File: src/rtl/watch_pkg.sv
package watch_pkg;

    // Field selector for the per-channel configuration write port.
    typedef enum logic [1:0] {
        FLD_LOWER   = 2'd0,
        FLD_UPPER   = 2'd1,
        FLD_OPMASK  = 2'd2,
        FLD_CLIMASK = 2'd3
    } cfg_field_e;

    // One-hot codes recorded for the captured operation.
    localparam logic [1:0] OP_RD_CODE = 2'b01;
    localparam logic [1:0] OP_WR_CODE = 2'b10;

endpackage

File: src/rtl/watch_channel.sv
module watch_channel
    import watch_pkg::*;
#(
    parameter int AW   = 32,
    parameter int NCLI = 14,
    parameter int CW   = 4,
    parameter int SW   = 3
) (
    input  logic            clk,
    input  logic            rst_n,
    input  logic            cfg_we,
    input  logic [1:0]      cfg_sel,
    input  logic [AW-1:0]   cfg_wdata,
    input  logic            mon_valid,
    input  logic [AW-1:0]   mon_addr,
    input  logic [CW-1:0]   mon_client,
    input  logic            mon_write,
    input  logic [SW-1:0]   mon_size,
    input  logic            clr,
    output logic            pend,
    output logic [NCLI-1:0] cap_cli,
    output logic [AW-1:0]   cap_addr,
    output logic [1:0]      cap_op,
    output logic [CW-1:0]   cap_first,
    output logic [SW-1:0]   cap_size
);

    typedef struct packed {
        logic [AW-1:0]   lower;
        logic [AW-1:0]   upper;
        logic [1:0]      ops;
        logic [NCLI-1:0] clis;
        logic            pend;
        logic [NCLI-1:0] cap_cli;
        logic [AW-1:0]   cap_addr;
        logic [1:0]      cap_op;
        logic [CW-1:0]   cap_first;
        logic [SW-1:0]   cap_size;
    } ch_state_t;

    ch_state_t st_q, st_d;
    logic [NCLI-1:0] cli_bit;
    logic            in_range;
    logic            hit;

    always_comb begin
        cli_bit  = NCLI'(1) << mon_client;
        in_range = (mon_addr >= st_q.lower) && (mon_addr <= st_q.upper);
        hit      = mon_valid && in_range && (|(cli_bit & st_q.clis))
                   && st_q.ops[mon_write];

        st_d = st_q;
        if (cfg_we) begin
            case (cfg_field_e'(cfg_sel))
                FLD_LOWER:   st_d.lower = cfg_wdata;
                FLD_UPPER:   st_d.upper = cfg_wdata;
                FLD_OPMASK:  st_d.ops   = cfg_wdata[1:0];
                FLD_CLIMASK: st_d.clis  = cfg_wdata[NCLI-1:0];
                default:     st_d.ops   = st_q.ops;
            endcase
        end
        if (clr) begin
            st_d.pend = 1'b0;
        end
        if (hit) begin
            if (!st_d.pend) begin
                st_d.pend      = 1'b1;
                st_d.cap_cli   = cli_bit;
                st_d.cap_addr  = mon_addr;
                st_d.cap_op    = mon_write ? OP_WR_CODE : OP_RD_CODE;
                st_d.cap_first = mon_client;
                st_d.cap_size  = mon_size;
            end else begin
                st_d.cap_cli   = st_d.cap_cli | cli_bit;
            end
        end
    end

    always_ff @(posedge clk or negedge rst_n) begin
        if (!rst_n) begin
            st_q           <= '0;
            st_q.lower     <= '1;
        end else begin
            st_q <= st_d;
        end
    end

    assign pend      = st_q.pend;
    assign cap_cli   = st_q.cap_cli;
    assign cap_addr  = st_q.cap_addr;
    assign cap_op    = st_q.cap_op;
    assign cap_first = st_q.cap_first;
    assign cap_size  = st_q.cap_size;


    hit_sets_pending_chk: assert property (@(posedge clk) disable iff (!rst_n)
        hit |=> st_q.pend);


    frozen_record_chk: assert property (@(posedge clk) disable iff (!rst_n)
        (st_q.pend && !clr) |=> ($stable(st_q.cap_addr) && $stable(st_q.cap_op)
                                 && $stable(st_q.cap_first) && $stable(st_q.cap_size)));


    client_set_grows_chk: assert property (@(posedge clk) disable iff (!rst_n)
        (st_q.pend && !clr) |=> ((st_q.cap_cli & $past(st_q.cap_cli)) == $past(st_q.cap_cli)));


    first_in_set_chk: assert property (@(posedge clk) disable iff (!rst_n)
        st_q.pend |-> (|(st_q.cap_cli & (NCLI'(1) << st_q.cap_first))));


    op_onehot_chk: assert property (@(posedge clk) disable iff (!rst_n)
        st_q.pend |-> $onehot(st_q.cap_op));

endmodule

File: src/rtl/watch_irq.sv
module watch_irq #(
    parameter int NCH = 4,
    parameter int CHW = 2
) (
    input  logic           clk,
    input  logic           rst_n,
    input  logic [NCH-1:0] raw,
    input  logic           mask_we,
    input  logic [NCH-1:0] mask_wdata,
    output logic [NCH-1:0] mstat,
    output logic           irq,
    output logic           top_valid,
    output logic [CHW-1:0] top_ch
);

    typedef struct packed {
        logic [NCH-1:0] en;
    } irq_state_t;

    irq_state_t st_q, st_d;

    always_comb begin
        st_d = st_q;
        if (mask_we) begin
            st_d.en = mask_wdata;
        end
    end

    always_ff @(posedge clk or negedge rst_n) begin
        if (!rst_n) begin
            st_q <= '0;
        end else begin
            st_q <= st_d;
        end
    end

    always_comb begin
        mstat     = raw & st_q.en;
        irq       = |mstat;
        top_valid = 1'b0;
        top_ch    = '0;
        for (int i = NCH - 1; i >= 0; i--) begin
            if (mstat[i]) begin
                top_valid = 1'b1;
                top_ch    = CHW'(i);
            end
        end
    end


    irq_matches_top_chk: assert property (@(posedge clk) disable iff (!rst_n)
        irq == top_valid);


    top_is_lowest_chk: assert property (@(posedge clk) disable iff (!rst_n)
        top_valid |-> (mstat[top_ch]
                       && ((mstat & ((NCH'(1) << top_ch) - NCH'(1))) == '0)));


    masked_subset_chk: assert property (@(posedge clk) disable iff (!rst_n)
        (mstat & ~raw) == '0);

endmodule

File: src/rtl/mem_watch_unit.sv
module mem_watch_unit #(
    parameter int NCH  = 4,
    parameter int AW   = 32,
    parameter int NCLI = 14,
    parameter int SW   = 3,
    localparam int CW  = $clog2(NCLI),
    localparam int CHW = $clog2(NCH)
) (
    input  logic            clk,
    input  logic            rst_n,
    input  logic            cfg_we,
    input  logic [CHW-1:0]  cfg_ch,
    input  logic [1:0]      cfg_sel,
    input  logic [AW-1:0]   cfg_wdata,
    input  logic            mask_we,
    input  logic [NCH-1:0]  mask_wdata,
    input  logic [NCH-1:0]  ch_ack,
    input  logic [NCH-1:0]  irq_ack,
    input  logic            mon_valid,
    input  logic [AW-1:0]   mon_addr,
    input  logic [CW-1:0]   mon_client,
    input  logic            mon_write,
    input  logic [SW-1:0]   mon_size,
    input  logic [CHW-1:0]  rd_ch,
    output logic [NCLI-1:0] rd_clients,
    output logic [AW-1:0]   rd_addr,
    output logic [1:0]      rd_op,
    output logic [CW-1:0]   rd_first,
    output logic [SW-1:0]   rd_size,
    output logic [NCH-1:0]  raw_status,
    output logic [NCH-1:0]  masked_status,
    output logic            irq,
    output logic            top_valid,
    output logic [CHW-1:0]  top_ch
);

    logic [NCH-1:0]  clr;
    logic [NCLI-1:0] cap_cli   [NCH];
    logic [AW-1:0]   cap_addr  [NCH];
    logic [1:0]      cap_op    [NCH];
    logic [CW-1:0]   cap_first [NCH];
    logic [SW-1:0]   cap_size  [NCH];

    assign clr = ch_ack & irq_ack;

    for (genvar g = 0; g < NCH; g++) begin : g_chan
        watch_channel #(
            .AW   (AW),
            .NCLI (NCLI),
            .CW   (CW),
            .SW   (SW)
        ) u_chan (
            .clk        (clk),
            .rst_n      (rst_n),
            .cfg_we     (cfg_we && (cfg_ch == CHW'(g))),
            .cfg_sel    (cfg_sel),
            .cfg_wdata  (cfg_wdata),
            .mon_valid  (mon_valid),
            .mon_addr   (mon_addr),
            .mon_client (mon_client),
            .mon_write  (mon_write),
            .mon_size   (mon_size),
            .clr        (clr[g]),
            .pend       (raw_status[g]),
            .cap_cli    (cap_cli[g]),
            .cap_addr   (cap_addr[g]),
            .cap_op     (cap_op[g]),
            .cap_first  (cap_first[g]),
            .cap_size   (cap_size[g])
        );
    end

    watch_irq #(
        .NCH (NCH),
        .CHW (CHW)
    ) u_irq (
        .clk        (clk),
        .rst_n      (rst_n),
        .raw        (raw_status),
        .mask_we    (mask_we),
        .mask_wdata (mask_wdata),
        .mstat      (masked_status),
        .irq        (irq),
        .top_valid  (top_valid),
        .top_ch     (top_ch)
    );

    always_comb begin
        rd_clients = cap_cli[rd_ch];
        rd_addr    = cap_addr[rd_ch];
        rd_op      = cap_op[rd_ch];
        rd_first   = cap_first[rd_ch];
        rd_size    = cap_size[rd_ch];
    end


    single_ack_holds_chk: assert property (@(posedge clk) disable iff (!rst_n)
        (raw_status[0] && !(ch_ack[0] && irq_ack[0])) |=> raw_status[0]);


    idle_bus_no_rise_chk: assert property (@(posedge clk) disable iff (!rst_n)
        !mon_valid |=> ((raw_status & ~$past(raw_status)) == '0));

endmodule

File: config.mk
export PLATFORM = sky130hd
export DESIGN_NAME = mem_watch_unit
export DESIGN_NICKNAME = d
export VERILOG_FILES = /design/src/rtl/watch_pkg.sv /design/src/rtl/watch_channel.sv /design/src/rtl/watch_irq.sv /design/src/rtl/mem_watch_unit.sv
export SDC_FILE = /design/constraint.sdc
export NUM_CORES = 1
export LEC_CHECK = 0
export ABC_AREA = 1
export CORE_AREA = 3 3 321 323
export DETAILED_ROUTE_END_ITERATION = 12
export DIE_AREA = 0 0 324 326
export GPL_ROUTABILITY_DRIVEN = 0
export SLEW_MARGIN = 25
export SYNTH_ARGS = -nofsm -noshare
export SYNTH_HDL_FRONTEND = slang
export SYNTH_SLANG_ARGS = --single-unit
export TNS_END_PERCENT = 5
File: constraint.sdc
create_clock -name clk -period 2.1 [get_ports clk]
set_clock_uncertainty 0.1 [all_clocks]
set_input_delay 0.42 -clock clk [delete_from_list [all_inputs] [get_ports clk]]
set_output_delay 0.42 -clock clk [all_outputs]
set_load 0.1 [all_outputs]
==> metrics.md, run 1 <==
| Metric | Value |
|---|---|
| Outcome | `finished, violations left` |
| Failing checks | `negative setup slack` |
| Clock buffer depth | `3` |
| Hold crit path type | `input pin to async pin` |
| Clock transition at path regs | `around 0.06 ns` |
| Die area | `106000 um2` |
| Mux cell area share after synthesis | `0.00150` |
| N_diodes | `0` |
| Chip Height | `between 300 and 400 um` |
| Overall Power | `0.0395 W` |
| Pwr per Cell Area | `968 nW/um2` |
| Main combinational cell family by area after synthesis | `simple AND/OR/NAND/NOR gates` |
| Post-Syn Nets | `about 4100` |
| Detailed Route WL | `98000 um` |
| Simple-gate area share of the yosys netlist | `0.235` |
| First-pass GRT wire length | `approximately 150000 um` |
| Critical Path Start Type | `flip-flop` |
| Unrepaired setup endpoints after global routing | `true` |
| Post-Layout Inst Area | `between 40000 and 50000 um2` |
| Post-synth top flop | `dfrtp_1` |
| Util after Layout | `0.407` |
| Gr ovfl total | `0` |
| Nets | `between 4000 and 5000` |
| Synth Area in Compound Gates | `0.116` |
| Multi-input gate area | `~16000 um2` |
| Number of max-cap violations | `0` |
| Pre-CTS setup slack | `-1.24 ns` |
| Ys Warns | `0` |
| Post-Syn Instances | `about 3700` |
| Worst EP arrival | `between 2 and 3 ns` |
| Drt wl/cell | `18.1 um` |
| Unique masters post-synth | `40` |
| Synthesized area per cell | `approximately 8.1 um2` |
| CP Capture Type | `flip-flop` |
| Setup-failing EPs final | `about 230` |
| Synth Cell Area | `approximately 30000 um2` |
| Final HPWL DP | `68400 um` |
| Clk Latency, worst-skew pair | `between 0.6 and 0.7 ns` |
| Path depth of the worst reg2reg path | `17` |
| Post-synth EDFFs | `0` |
| CTS tree | `done` |
| Drt drc | `0` |
| GRT Total Usage | `0.183` |
| Largest net degree at the start of global routing | `between 60 and 70` |
| Final worst path period share | `1.20` |
| Root Buffer | `clkbuf_16` |
| Sequential Area | `about 14000 um2` |
| Min cycle time layout | `around 2.5 ns` |
| Tightest Pin Transition | `0.483 ns` |
| Via density | `a little under 5` |
| Antenna violations before repair | `1` |
| Most frequent cells in the layout | `nand2_1 (1052), dfrtp_1 (417), inv_1 (354)` |
| Sequential area share after synthesis | `0.461` |
| Hold Vio Cnt, Final | `0` |
| PnR worst setup slack | `-0.413 ns` |
| Lkg Pwr | `a little under 20 nW` |
| Adder-Cell Fraction of Synth Area | `0.106` |
| CP max FO | `6` |
| Fillcell total | `9868` |
| Vias in the first global route | `26600` |
| Post-route ant nets | `0` |
| H-tree levels | `2` |
| XOR/XNOR share of the synthesized area | `0` |
| Core outline area | `around 100000 um2` |
| Die span in x | `approximately 320 um` |
| Setup CP Type | `flip-flop to flip-flop` |
| Pins over their slew limit | `0` |
| Clock Sinks | `approximately 550` |
| VDD IR-drop max | `roughly 0.67 mV` |
| IO buf count | `approximately 160` |
| Worst EP required | `between 2 and 3 ns` |
| IO Pins | `roughly 160` |
| Slew headroom | `0.678` |
| Drt first pass iters | `5` |
| Area grow syn2layout | `35.5%` |
| Via Count | `26800` |
| Placed cell area | `37300 um2` |
| Initial core utilization | `0.301` |
| Most common cell after layout, fill and taps aside | `nand2_1` |
| Max Freq | `~0.4 GHz` |
| Site row count | `116` |
| #FFs+latches synth | `548` |
| Share of cells above drive strength 1 | `0.240` |
| Number of buffers created by CTS | `60` |
| Ys async rst share | `1.00` |
| DR iter-0 viols | `about 2100` |
==> repair_timing <==
item / in CTS / in global routing
pin swaps: 41 / 38
gates resized for setup: 264 / 141
gates cloned: 2 / 9
endpoints found under the hold margin: 199 / 0
hold buffers: 1 / 0
endpoints found under the setup margin: 285 / 279
setup buffers: 1 / 4
==> sequential cells by signal, summed over array words and instances, names as in the netlist <==
register	count
g_chan.u_chan.st_q	320
g_chan.u_chan.cap_first	16
g_chan.u_chan.cap_addr	128
g_chan.u_chan.cap_cli	56
g_chan.u_chan.cap_size	12
g_chan.u_chan.cap_op	8
u_irq.st_q	4
g_chan.u_chan.pend	4
==> Yosys cell counts, drive strengths merged, types with 4 or more instances <==
cell | instances | area (um2)
a21o | 8 | 60.1
a21oi | 128 | 644
buf | 64 | 468
clkbuf | 140 | 526
dfrtp | 420 | 10500
dfstp | 128 | 3360
ha | 256 | 3200
inv | 380 | 1440
mux2 | 4 | 45.0
nand2 | 1129 | 4280
nand3 | 91 | 488
nand4 | 195 | 1220
nor2 | 227 | 962
nor3 | 13 | 86.3
o21a | 15 | 113
o21ai | 465 | 2330
o22ai | 52 | 325
==> report_power, final <==
part           internal, W  total, W  switching [W]
Combinational      0.00518    0.0132        0.00800
Sequential          0.0135    0.0151        0.00157
Clock              0.00668    0.0112        0.00452
Total               0.0254    0.0395         0.0141
==> stage by stage <==
stage | TNS, ns | std cells | hold WS, ns
6_report | -77.69 | 5412 | 0.213
5_1_grt | -110.62 | 5412 | 0.223
4_1_cts | -77.57 | 5399 | 0.212
3_5_place_dp | -256.47 | 5281 | 0.270
3_3_place_gp | -257.28 | 5281 | 0.281
2_1_floorplan | -8.21 | 3722 | 0.0244
==> metal layers <==
layer,track usage,share of wire
met5,0,0.000071
met4,0.0432,0.025
met3,0.0223,0.049
met2,0.297,0.47
met1,0.258,0.46
==> logic make-up (layout without fill, tap and decap cells) <==
group / count (synthesis) / after routing
simple gates: 1659 / 1659
compound gates: 671 / 671
buf+inv: 584 / 976
flops: 548 / 548
fa+ha+maj: 256 / 256
mux: 4 / 4
==> final cells by class <==
cell class	count	area share
flip-flops and latches	548	0.340
repair buffers	482	0.148
well taps	1298	0.0398
clock inverters	28	0.00816
clock buffers	86	0.0432
multi-input cells	2590	0.385
inverters	380	0.0355
==> worst max-delay path: stages (launching register included) <==
cell and delay [ns]:
dfstp_2 0.53, inv_1 0.04, ha_1 0.29, nand2_2 0.09
nor2_4 0.15, nand2_1 0.08, nand2_2 0.12, nor2_2 0.04
nand2_1 0.08, nand2_2 0.07, nand2_4 0.09, nand2_4 0.07
inv_8 0.08, nand3_4 0.10, buf_12 0.17, clkbuf_16 0.16
nand2_1 0.05, nand2_1 0.05
==> path summary, 6_finish.rpt <==
path | startpoint | end | slack (ns)
max reg2reg | g_chan[2].u_chan.st_q[119]$_DFFE_PN1P_ | g_chan[2].u_chan.cap_addr[3]$_DFFE_PN0P_ | -0.41
min | rst_n | g_chan[3].u_chan.cap_cli[2]$_DFFE_PN0P_ | 0.21
max in group asynchronous | rst_n | g_chan[2].u_chan.st_q[107]$_DFFE_PN1P_ | 0.85
max | g_chan[2].u_chan.st_q[119]$_DFFE_PN1P_ | g_chan[2].u_chan.cap_addr[3]$_DFFE_PN0P_ | -0.41
min in group clk | mask_wdata[3] | u_irq.st_q[3]$_DFFE_PN0P_ | 0.31
min reg2reg | g_chan[3].u_chan.cap_size[0]$_DFFE_PN0P_ | g_chan[3].u_chan.cap_size[0]$_DFFE_PN0P_ | 0.37
No activity file was read; power rests on OpenSTA's default activity.
==> inputs of run 2 (changes only) <==
--- a/config.mk
+++ b/config.mk
@@ -7,9 +7,11 @@
 export LEC_CHECK = 0
 export ABC_AREA = 1
 export CORE_AREA = 3 3 321 323
+export CTS_BUF_LIST = sky130_fd_sc_hd__clkbuf_8
 export DETAILED_ROUTE_END_ITERATION = 12
 export DIE_AREA = 0 0 324 326
 export GPL_ROUTABILITY_DRIVEN = 0
+export SKIP_LAST_GASP = 1
 export SLEW_MARGIN = 25
 export SYNTH_ARGS = -nofsm -noshare
 export SYNTH_HDL_FRONTEND = slang
==> run 2 against run 1 <==
  * The flow still finishes with violations (negative setup slack)
  * Die area stayed put
  * Critical path depth is 3 lower
  * Via count is 1.4% higher
  * Critical endpoint is now g_chan[2].u_chan.cap_addr[2]$_DFFE_PN0P_
  * Critical path type unchanged
  * Largest power group unchanged
  * Clock power is 7% lower
  * Design area is 0.10% lower
  * Flip-flop and latch count stayed put
  * Utilization hardly changed
  * Non-clock buffer count is 11 higher
  * Sequential power hardly changed
==> metrics.md, run 2 (synthesis results as in run 1) <==
| Metric | Value |
|---|---|
| PnR worst setup slack | `-0.512 ns` |
| DR iter-0 viols | `~1900` |
| Tightest Pin Transition | `about 0.47 ns` |
| Min cycle time layout | `around 2.6 ns` |
| Hold Vio Cnt, Final | `0` |
| CP max FO | `7` |
| Post-route ant nets | `0` |
| GRT Total Usage | `0.186` |
| Number of buffers created by CTS | `between 90 and 100` |
| Antenna violations before repair | `1` |
| Lkg Pwr | `around 20 nW` |
| Fillcell total | `between 9000 and 10000` |
| Final HPWL DP | `68400 um` |
| Final worst path period share | `1.24` |
| Number of max-cap violations | `0` |
| Largest register FFs | `320` |
| H-tree levels | `3` |
| Site row count | `116` |
| Clk Latency, worst-skew pair | `~0.75 ns` |
| Chip Height | `~330 um` |
| Worst EP required | `2.60 ns` |
| Max Freq | `~0.38 GHz` |
| Core outline area | `100000 um2` |
| Most common cell after layout, fill and taps aside | `nand2_1` |
| Slew headroom | `0.684` |
| Largest net degree at the start of global routing | `67` |
| Gr ovfl total | `0` |
| Via density | `4.95` |
| CTS tree | `done` |
| First-pass GRT wire length | `roughly 160000 um` |
| Die area | `around 110000 um2` |
| Path depth of the worst reg2reg path | `14` |
| Pwr per Cell Area | `948 nW/um2` |
| Vias in the first global route | `26700` |
| VDD IR-drop max | `0.479 mV` |
| Root Buffer | `clkbuf_8` |
| Pre-CTS setup slack | `-1.24 ns` |
| Nets | `roughly 4500` |
| Failing checks | `negative setup slack` |
| Sequential Area | `approximately 14000 um2` |
| Setup-failing EPs final | `between 200 and 300` |
| Multi-input gate area | `between 15000 and 20000 um2` |
| Clock buffer depth | `3` |
| Drt drc | `0` |
| Unrepaired setup endpoints after global routing | `true` |
| CP Capture Type | `flip-flop` |
| Drt wl/cell | `18.2 um` |
| Most frequent cells in the layout | `nand2_1 (1027), o21ai_0 (441), dfrtp_1 (420)` |
| Hold crit path type | `input pin to async pin` |
| IO Pins | `between 150 and 200` |
| Setup CP Type | `flip-flop to flip-flop` |
| Share of cells above drive strength 1 | `0.228` |
| Drt first pass iters | `5` |
| Clock Sinks | `548` |
| Worst EP arrival | `approximately 3.1 ns` |
| Outcome | `finished, violations left` |
| IO buf count | `161` |
| Via Count | `27200` |
| Critical Path Start Type | `flip-flop` |
| Detailed Route WL | `~100000 um` |
| Pins over their slew limit | `0` |
| Die span in x | `about 320 um` |
| Clock transition at path regs | `roughly 0.06 ns` |
| Biggest register | `g_chan.u_chan.st_q` |
| Area grow syn2layout | `35.3%` |
| Setup tns final | `-104.00 ns` |
| Initial core utilization | `0.301` |
[run 2: metal layers]
layer	wire (um)	vias up	track usage
li1	-	13000	-
met1	45100	13100	0.259
met2	46100	864	0.298
met3	6140	153	0.0260
met4	2650	0	0.0537
met5	0	-	0
[run 2: power by group]
part | total, W | internal [W] | switching, W
clock | 0.0104 | 0.00559 | 0.00483
combinational | 0.0132 | 0.00519 | 0.00800
sequential | 0.0150 | 0.0135 | 0.00148
total | 0.0386 | 0.0243 | 0.0143
[run 2: timing repair]
item | CTS | global route
hold endpoints to repair | 256 | 0
endpoints found under the setup margin | 286 | 286
hold buffers | 1 | 0
cloned | 7 | 10
setup buffers | 12 | 1
gates resized for setup | 56 | 175
pin swaps | 25 | 61
[run 2: metrics by stage]
stage / power (W) / area [um2] / utilization / hold WS [ns] / cells
global placement: 0.0272 / 37300 / 0.372 / 0.281 / 5281
floorplan: 0.0228 / 31000 / - / 0.0244 / 3722
finish: 0.0386 / 40700 / 0.407 / 0.0992 / 5494
CTS: 0.0383 / 39800 / 0.398 / 0.0793 / 5484
global route: 0.0412 / 40700 / 0.407 / 0.0961 / 5494
detailed placement: 0.0276 / 37300 / 0.372 / 0.270 / 5281
[run 2: layout make-up]
type / count / area share
Tap cell: 1298 / 0.0399
Clock buffer: 127 / 0.0429
Clock inverter: 57 / 0.00780
Antenna cell: 1 / 0.0000614
Multi-Input combinational cell: 2590 / 0.380
Timing Repair Buffer: 493 / 0.153
Inverter: 380 / 0.0355
Sequential cell: 548 / 0.340
[run 2: worst max-delay path, stage by stage (launching register included)]
cell and delay [ns]:
dfstp_2 0.53, inv_2 0.04, ha_4 0.27, nand2_4 0.05, nor2_4 0.10, nand4_1 0.22
nor2_4 0.23, nand2_2 0.09, nand2_4 0.09, nand2_4 0.06, inv_6 0.08, nand3_4 0.23
clkbuf_16 0.27, nand2_1 0.06, nand2_1 0.05
[run 2: final timing paths]
check	startpoint	to	slack [ns]
max	g_chan[2].u_chan.st_q[125]$_DFFE_PN1P_	g_chan[2].u_chan.cap_addr[2]$_DFFE_PN0P_	-0.51
min	rst_n	g_chan[3].u_chan.cap_cli[2]$_DFFE_PN0P_	0.1
max reg2reg	g_chan[2].u_chan.st_q[125]$_DFFE_PN1P_	g_chan[2].u_chan.cap_addr[2]$_DFFE_PN0P_	-0.51
min reg2reg	g_chan[1].u_chan.cap_cli[4]$_DFFE_PN0P_	g_chan[1].u_chan.cap_cli[4]$_DFFE_PN0P_	0.36
max in group asynchronous	rst_n	g_chan[1].u_chan.st_q[110]$_DFFE_PN1P_	0.95
min in group clk	mon_addr[0]	g_chan[1].u_chan.cap_addr[0]$_DFFE_PN0P_	0.12
==> inputs of run 3 (changes only) <==
--- a/config.mk
+++ b/config.mk
@@ -11,6 +11,7 @@
 export DETAILED_ROUTE_END_ITERATION = 12
 export DIE_AREA = 0 0 324 326
 export GPL_ROUTABILITY_DRIVEN = 0
+export GPL_TIMING_DRIVEN = 0
 export SKIP_LAST_GASP = 1
 export SLEW_MARGIN = 25
 export SYNTH_ARGS = -nofsm -noshare
==> run 3 against run 2 <==
  * Largest cell class unchanged
  * First-iteration DRC count is 19% higher
  * Via count is 0.66% lower
  * Design area is 7.1% lower
  * Critical path type is now input pin to output pin
  * Utilization is 2.9 points lower
  * The flow still finishes with violations (negative setup slack)
==> metrics.md, run 3 (synthesis results as in run 1) <==
| Metric | Value |
|---|---|
| Hold Vio Cnt, Final | `0` |
| Tightest Pin Transition | `between 0.9 and 1 ns` |
| Clock buffer depth | `3` |
| Pins over their slew limit | `0` |
| Reg2reg setup slack | `-0.49 ns` |
| Final worst path period share | `1.27` |
| Gr ovfl total | `0` |
| Most frequent cells in the layout | `nand2_1 (1073), dfrtp_1 (420), o21ai_0 (411)` |
| Pwr per Cell Area | `slightly below 1000 nW/um2` |
| DR iter-0 viols | `about 2300` |
| Worst EP arrival | `about 2.2 ns` |
| Setup CP Type | `input pin to output pin` |
| Unrepaired setup endpoints after global routing | `true` |
| Clock Sinks | `approximately 550` |
| Final HPWL DP | `72200 um` |
| Critical Path Start Type | `input pin` |
| Drt drc | `0` |
| Area grow syn2layout | `25.8%` |
| Worst EP required | `about 1.6 ns` |
| Most common cell after layout, fill and taps aside | `nand2_1` |
| CTS tree | `done` |
| Drt wl/cell | `roughly 19 um` |
| Biggest register | `g_chan.u_chan.st_q` |
| Largest register FFs | `320` |
| Hold crit path type | `input pin to flip-flop` |
| Root Buffer | `clkbuf_8` |
| Clock transition at path regs | `0.06 ns` |
| Cell Count, Final, Fillers Out | `5391` |
| Overall Power | `approximately 0.037 W` |
| Inst Count DP | `between 5000 and 6000` |
| Core outline area | `around 100000 um2` |
| R2R Path End | `g_chan[3].u_chan.cap_first[1]$_DFFE_PN0P_` |
| Vias in the first global route | `between 20000 and 30000` |
| Hold_sp | `mon_client[3]` |
| Site row count | `between 100 and 150` |
| Die area | `approximately 110000 um2` |
| WHS Path Cells | `4` |
| Number of buffers created by CTS | `95` |
| IO buf count | `~160` |
| Chip Height | `around 330 um` |
| Min cycle time layout | `approximately 2.7 ns` |
| Post-route ant nets | `0` |
| WHS Endpoint | `g_chan[3].u_chan.cap_cli[3]$_DFFE_PN0P_` |
| CP Capture Type | `output pin` |
| Via Count | `~27000` |
| Detailed Route WL | `slightly above 100000 um` |
| First-pass GRT wire length | `roughly 160000 um` |
| Initial core utilization | `0.301` |
| IO Pins | `162` |
| VDD IR-drop max | `~0.5 mV` |
| Setup-failing EPs final | `between 400 and 500` |
| Antenna violations before repair | `8` |
| Clk Latency, worst-skew pair | `0.72 ns` |
| Number of max-cap violations | `0` |
| Failing checks | `negative setup slack` |
| Slew headroom | `0.347` |
| GRT Total Usage | `0.189` |
| Reg-to-reg critical path startpoint | `g_chan[3].u_chan.st_q[127]$_DFFE_PN1P_` |
| Drt first pass iters | `5` |
| Via density | `approximately 5` |
| Max Freq | `approximately 0.37 GHz` |
| Share of cells above drive strength 1 | `0.180` |
| H-tree levels | `3` |
| PnR worst setup slack | `-0.576 ns` |
| CP max FO | `10` |
| Lkg Pwr | `18.4 nW` |
| Fillcell total | `~10000` |
| Outcome | `finished, violations left` |
| Path depth of the worst reg2reg path | `14` |
| Largest net degree at the start of global routing | `94` |
| Die span in x | `about 320 um` |
| Nets | `around 4400` |
-- run 3: cell types whose count changed in the layout (fill, tap and decap cells not counted), sizes merged, moves of 10 or more --
cell           delta
buf             -273
clkbuf          +164
clkdlybuf4s15    +21
clkdlybuf4s50    -36
dlygate4sd2      +10
dlymetal6s2s     +10
inv              -13
-- run 3: repair_timing --
item,in CTS,in global routing
hold endpoints to repair,101,0
hold buffers,10,0
endpoints found under the setup margin,303,689
setup buffers,7,8
gates resized for setup,397,360
gates cloned,0,12
pin swaps,16,39
-- run 3: worst max-delay path by stage --
| stage | start | end | slack [ns] | cells after the start |
|---|---|---|---|---|
| floorplan | g_chan[1].u_chan.pend$_DFF_PN0_ | top_ch[1] | -0.28 | 3 |
| CTS | g_chan[0].u_chan.pend$_DFF_PN0_ | masked_status[0] | -0.98 | 3 |
| global placement | rst_n | g_chan[2].u_chan.st_q[96]$_DFFE_PN0P_ | -24.97 | 1 |
| global route | g_chan[3].u_chan.st_q[109]$_DFFE_PN1P_ | g_chan[3].u_chan.cap_first[1]$_DFFE_PN0P_ | -0.61 | 16 |
| finish | rd_ch[1] | rd_addr[10] | -0.58 | 6 |
| detailed placement | mon_addr[31] | g_chan[3].u_chan.cap_addr[30]$_DFFE_PN0P_ | -2.23 | 12 |
-- run 3: worst max-delay path, cell delays in order --
cell and delay (ns):
buf_4 0.18, inv_1 0.13, clkbuf_1 0.39, o21ai_0 0.26, o22ai_4 0.27, buf_2 0.49
-- run 3: metrics by stage --
step / area [um2] / hold WS (ns) / setup WS, ns / TNS (ns) / util
final: 37900 / 0.0677 / -0.576 / -151.53 / 0.378
after global routing: 37900 / 0.0456 / -0.609 / -223.60 / 0.378
after CTS: 36800 / 0.00109 / -0.984 / -262.66 / 0.367
after detailed placement: 34300 / 0.215 / -2.23 / -744.37 / 0.343
after global placement: 34100 / 0.348 / -24.97 / - / 0.341
after floorplan: 31000 / 0.0244 / -0.275 / -8.21 / -
-- run 3: area by class of cell --
class                   count  area, um2  area share
clock inverters            44        191     0.00506
flip-flops and latches    548      13900       0.366
repair buffers            196       2260      0.0597
well taps                1298       1620      0.0429
multi-input cells        2593      15300       0.405
plain buffers             204       1430      0.0379
inverters                 380       1450      0.0383
diodes                      4       10.0    0.000264
clock buffers             124       1710      0.0451
-- run 3: report_power, final --
part / internal [W] / leakage (nW) / switching, W / total (W)
combinational: 0.00415 / 10.5 / 0.00780 / 0.0119
clock: 0.00525 / 1.10 / 0.00463 / 0.00989
sequential: 0.0135 / 6.86 / 0.00146 / 0.0150
total: 0.0229 / 18.4 / 0.0139 / 0.0368
-- run 3: metal layers --
layer | vias up | global-route usage | routed length, um
li1 | 12900 | - | -
met3 | 168 | 0.0308 | 6360
met1 | 13100 | 0.260 | 45500
met4 | 2 | 0.0573 | 2880
met2 | 837 | 0.305 | 47300
met5 | - | 0 | 11
